--- config.mk ---
export PLATFORM = sky130hd
export DESIGN_NAME = tern_gate
export DESIGN_NICKNAME = d
export VERILOG_FILES = /design/src/rtl/tern_gate.sv
export SDC_FILE = /design/constraint.sdc
export NUM_CORES = 1
export LEC_CHECK = 0
export BUFFER_PORTS_ARGS = -buffer_cell sky130_fd_sc_hd__buf_2
export CORE_ASPECT_RATIO = 1.75
export CORE_UTILIZATION = 50
export CTS_CLUSTER_SIZE = 14
export DETAILED_ROUTE_END_ITERATION = 8
export GPL_TIMING_DRIVEN = 0
export PLACE_DENSITY = 0.68
export REMOVE_ABC_BUFFERS = 1
export SYNTH_ARGS = -nofsm -noshare
export SYNTH_HDL_FRONTEND = slang
export SYNTH_SLANG_ARGS = --single-unit
export TNS_END_PERCENT = 5
--- constraint.sdc ---
create_clock -name clk -period 9.7 [get_ports clk]
set_clock_uncertainty 0.1 [all_clocks]
set_input_delay 0.97 -clock clk [delete_from_list [all_inputs] [get_ports clk]]
set_output_delay 0.97 -clock clk [all_outputs]
set_load 0.01 [all_outputs]
--- src/rtl/tern_gate.sv ---
module tern_gate #(
  parameter int N = 16
) (
  input  logic                       clk,
  input  logic                       rst_n,
  input  logic                       wr_en,
  input  logic [$clog2(N+1)-1:0]     wr_addr,
  input  logic [$clog2(N)+1:0]       wr_data,
  input  logic [N-1:0]               in_bits,
  input  logic                       in_valid,
  output logic                       fire_comb,
  output logic                       fire_q,
  output logic                       out_valid
);
  localparam int AW = $clog2(N+1);
  localparam int BW = $clog2(N) + 2;
  localparam int CW = $clog2(N+1);
  localparam int SW = BW + 2;

  logic [1:0]        wt_q [N];
  logic [BW-1:0]     bias_q;
  logic [N-1:0]      pos_hit, neg_hit;
  logic [CW-1:0]     pos_cnt, neg_cnt;
  logic signed [SW-1:0] total;

  for (genvar i = 0; i < N; i++) begin : g_wt
    always_ff @(posedge clk or negedge rst_n)
      if (!rst_n) wt_q[i] <= 2'b00;
      else if (wr_en && wr_addr == AW'(i)) wt_q[i] <= wr_data[1:0];

    assign pos_hit[i] = in_bits[i] && (wt_q[i] == 2'b01);
    assign neg_hit[i] = in_bits[i] && (wt_q[i] == 2'b11);
  end

  always_ff @(posedge clk or negedge rst_n)
    if (!rst_n) bias_q <= '0;
    else if (wr_en && wr_addr == AW'(N)) bias_q <= wr_data;

  always_comb begin
    pos_cnt = '0;
    neg_cnt = '0;
    for (int i = 0; i < N; i++) begin
      pos_cnt = pos_cnt + CW'(pos_hit[i]);
      neg_cnt = neg_cnt + CW'(neg_hit[i]);
    end
  end

  assign total = $signed({{(SW-BW){bias_q[BW-1]}}, bias_q})
               + $signed({{(SW-CW){1'b0}}, pos_cnt})
               - $signed({{(SW-CW){1'b0}}, neg_cnt});
  assign fire_comb = ~total[SW-1];

  always_ff @(posedge clk or negedge rst_n)
    if (!rst_n) begin
      fire_q    <= 1'b0;
      out_valid <= 1'b0;
    end else begin
      out_valid <= in_valid;
      if (in_valid) fire_q <= fire_comb;
    end


  vld_follow_chk: assert property (@(posedge clk) disable iff (!rst_n)
    in_valid |=> out_valid);

  idle_hold_chk: assert property (@(posedge clk) disable iff (!rst_n)
    !in_valid |=> (!out_valid && $stable(fire_q)));

  capture_chk: assert property (@(posedge clk) disable iff (!rst_n)
    in_valid |=> (fire_q == $past(fire_comb)));

  bias_only_chk: assert property (@(posedge clk) disable iff (!rst_n)
    (in_bits == '0) |-> (fire_comb == !bias_q[BW-1]));

  bias_load_chk: assert property (@(posedge clk) disable iff (!rst_n)
    (wr_en && wr_addr == AW'(N)) |=> (bias_q == $past(wr_data)));

  oob_write_chk: assert property (@(posedge clk) disable iff (!rst_n)
    (wr_en && wr_addr > AW'(N)) |=> $stable(bias_q));
endmodule

Yosys cells after proc, flatten, opt, wreduce, memory -nomap -nowiden. Cells that the tools add are included. Widths: inputs -> output; s select.

Add/subtract/negate cells: 32. Bitwise gates (word level): 1. Reductions and logical operators: 50. Equal/unequal tests: 48.

Operators with widths (number): $add 5x1->5 (22); $logic_and 1x1->1 (49); $eq 5x4->1 const B (8); $eq 2x1->1 const B (16); $eq 2x2->1 const B (16); $eq 5x3->1 const B (4); $add 4x1->5 (2); $eq 5x2->1 const B (2); $add 3x1->4 (2); $sub 7x6->8 (1); $add 6x6->7 (1); $add 2x1->3 (2); $eq 5x1->1 const B (1); $eq 5x5->1 const B (1); $logic_not 5->1 (1); $add 1x1->2 (2); $not 1->1 (1).

Output and inout port bits: 3. Flip-flop bits (word level): 40.

Logic depth before layout (Yosys ltp).
Word-level depth: 20. Mapped depth: 20. Depth with buffers taken out: 20.

Worst setup path before layout. Ideal clock, no wire load.

Path type: input port to output port. Start: input in_bits[11]. End: output fire_comb. Cell stages on the path: 19. Slack: 2.983 ns. Path buffers: 0. Arrival: 5.647 ns. Path through: nand3b_1 -> fa_1 -> inv_1 -> fa_1 -> inv_1 -> fa_1 -> fa_1 -> inv_1 -> ha_1 -> fa_1 -> inv_1 -> fa_1 -> nor2b_1 -> o31a_1 -> a21oi_1 -> ha_1 -> o211a_1 -> a211oi_1 -> o31ai_1.

Cells in the longest elaborated chain, start to end: 9. Elaborated cells between the ends (all ways): 15. Classes of those cells: add/sub (12); bitwise (1); reduce/logical (2).

Ends and longest elaborated chain: start, declared (RTL line 9) `input logic [N-1:0] in_bits,`; $logic_and 1x1->1 (RTL line 31) `assign pos_hit[i] = in_bits[i] && (wt_q[i] == 2'b01);`; $add 5x1->5 (5 in a row) (RTL line 43) `pos_cnt = pos_cnt + CW'(pos_hit[i]);`; $add 6x6->7 (RTL line 49) `+ $signed({{(SW-CW){1'b0}}, pos_cnt})`; $sub 7x6->8 (*) (RTL line 50) `- $signed({{(SW-CW){1'b0}}, neg_cnt});`; $not 1->1 (*) (RTL line 51) `assign fire_comb = ~total[SW-1];`; end, declared (RTL line 11) `output logic fire_comb,`.

Mark *: on every way between the ends. The rest lies on a longest branch, timed or not.

Worst setup path in the final report. Same ends and word-level chain as after synthesis.

==> impl_results.md <==
- Share of cells above drive strength 1: roughly 28%
- Run status: finished, violations left
- First-pass GRT wire length: roughly 8700 microns
- Largest net degree at the start of global routing: 41
- Initial antenna violation count: 0
- Fmax: 139.8 MHz
- ANT cells: 0
- Worst-path cell chain: buf_2 > nand3b_1 > fa_1 > inv_1 > fa_1 > inv_1 > fa_1 > fa_1 > inv_1 > ha_1 > fa_1 > xor2_1 > ha_1 > nor2b_1 > o31a_1 > a21oi_1 > ha_1 > a21o_1 > a211oi_1 > o31ai_1 > buf_2
- Post-Synthesis Cells: roughly 250
- First-pass DRT Iterations: 6
- Power Density: between 200 and 250 nW/um^2
- # hold bufs at CTS: 0
- Cell Area, Synth: 2853 sq um
- Setup Viol. Count Final: 0
- Worst Setup End Kind: primary output
- Nets: 360
- Post-route ant nets: 0
- Async set-reset flop share out of synthesis: 100.0%
- Synthesis-stage register bit count: 40
- Maxcap violations: 0
- Wire length per cell: 15.13 microns
- Sequential fraction of the synthesis area: a little over a third
- Max-Slew Margin vs Limit: 38.56%
- VDD IR max: 0.0001047 V
- Ys flop type: dfrtp_1
- IO Port Bufs: 33
- EDFF count, synth: 0
- Clk_lat worst skew: 0.30 ns
- Path category of the worst min-delay check: flop to flop
- Root Driver: clkbuf_8
- Hold Vio Cnt, Final: 0
- Final wirelength: about 5500 microns
- Die Width: 59.10 microns
- Total gr overflow: 0
- PostCTS Resize Cnt: 0
- Max clock buf depth: 2
- Via density per instance: 5.240
- Critical path class: primary input to primary output
- Critical path required time: between 8 and 9 ns
- Failing checks: design-rule violations
- Number of global-route vias before repair: just under 2000
- Setup Fix Bufs, Post-CTS: 0
- Via count: 1918
- Post-route clock period utilization: 73.76%
- Most used cell, CP: fa_1
- Core ar.: 5540 sq um
- Pleak: 1.650 nW
- Initial drt markers: 48
- Cts bufs inserted: 5
- Die area: about 6000 sq um
- Clk slew on worst S/H paths: 0.08 ns
- Unique masters post-synth: 35
- Starting Density: 51.49%
- Pwr Total: 0.6418 mW
- Commonest non-fill, non-tap cell in the layout: dfrtp_1
- Critical path fanouts, max: 4
- GP Congestion: slightly below 0.8
- Fin. max-slew vios: 0
- Area grow syn2layout: 12.11%
- Most frequent cells in the layout: dfrtp_1 (40), mux2_2 (38), buf_2 (33)
- Worst setup SP type: primary input
- Post-DP HPWL: ~4500 microns
- Total negative setup slack: 0 ns
- CP max stage cell: fa_1
- Unrepaired setup endpoints after global routing: false
- Boundary Pins: 34
- TritonCTS clock tree: yes
- Gr usage total: 20.40%
- Yosys warning total: 0
- DRC Markers: 1
- Die H: approximately 100 microns
- CP top delay family: adder cells
- Critical path buffer and inverter count: 5
- Least-Margin Pin Slew: between 0.9 and 1 ns
- Avg Cell Area, Syn: 11.37 sq um
- Tmin final: between 7 and 8 ns
- FILL cells: approximately 500
- Core Rows: 36
- CP max stage delay: 0.55 ns
- Clock sink total: 40
- CP arrival: 6.08 ns
- H-tree depth: 2
area by class of cell:
cell class / instances / area, sq um / share of cell area (%)
clock buffers: 6 / 82.58 / 2.582
clock inverters: 2 / 10.01 / 0.3130
inverters: 27 / 101.3 / 3.169
multi-input cells: 182 / 1743 / 54.50
flip-flops and latches: 40 / 1001 / 31.30
well taps: 76 / 95.09 / 2.973
repair buffers: 33 / 165.2 / 5.164
kinds of logic (layout without fill, tap and decap cells):
logic type               Yosys count  after routing  synth area share [%]
AO/OA/AOI/OAI                     25             25                 6.316
XOR/XNOR                           6              6                 1.842
adder cells (fa/ha/maj)           40             40                 23.07
buffers and inverters             29             68                 3.816
flip-flops                        40             40                 35.09
multiplexers                      38             38                 15.00
AND/OR/NAND/NOR                   73             73                 14.87
flip-flops by register name (all words and copies together), names as in the netlist:
name,cells
bias_q,6
fire_q,1
out_valid,1
wt_q,32
cell usage after synthesis, drive strengths merged (4+ instances only):
| library cell | instances | area share, % |
|---|---|---|
| dfrtp | 40 | 35 |
| mux2 | 38 | 15 |
| inv | 27 | 3.6 |
| fa | 21 | 15 |
| ha | 19 | 8.3 |
| nand2 | 16 | 2.1 |
| and3 | 15 | 3.3 |
| nand3b | 13 | 3.4 |
| nor2b | 8 | 2.0 |
| nand3 | 7 | 1.2 |
| nor2 | 7 | 0.92 |
| a21oi | 6 | 1.1 |
| a21o | 4 | 1.1 |
final timing paths:
path | endpoint | slack, ns | depth (start not counted) | startpoint
min in group asynchronous | wt_q[22] | 0.70 | 1 | rst_n
setup reg to reg | fire_q | 4.21 | 19 | wt_q[9]
hold / removal | wt_q[31] | 0.42 | 1 | wt_q[31]
setup / recovery | fire_comb | 2.55 | 21 | in_bits[11]
hold reg to reg | wt_q[31] | 0.42 | 1 | wt_q[31]
max in group asynchronous | wt_q[29] | 8.22 | 1 | rst_n
metrics by stage:
step                      instance area, sq um  hold slack [ns]  std cells  worst slack (ns)  util (%)
after floorplan                           2845           0.3844        249             2.983         -
after global placement                    3105           0.3941        358             2.609     56.05
after detailed placement                  3105           0.4021        358             2.522     56.05
after CTS                                 3198           0.4235        366             2.504     57.72
after global routing                      3198           0.4354        366             2.328     57.72
final                                     3198           0.4190        366             2.545     57.72
routing by layer:
layer / part of all wire [%] / global-route usage (%)
met5: 0 / 0
met1: 37 / 20.97
met3: 2.5 / 4.177
met4: 2.2 / 9.524
met2: 58 / 38.20
where the power goes:
part	switching, mW	internal, mW
Sequential	0.0213	0.200
Combinational	0.156	0.148
Clock	0.0598	0.0568
(Power assumes the default switching activity.)
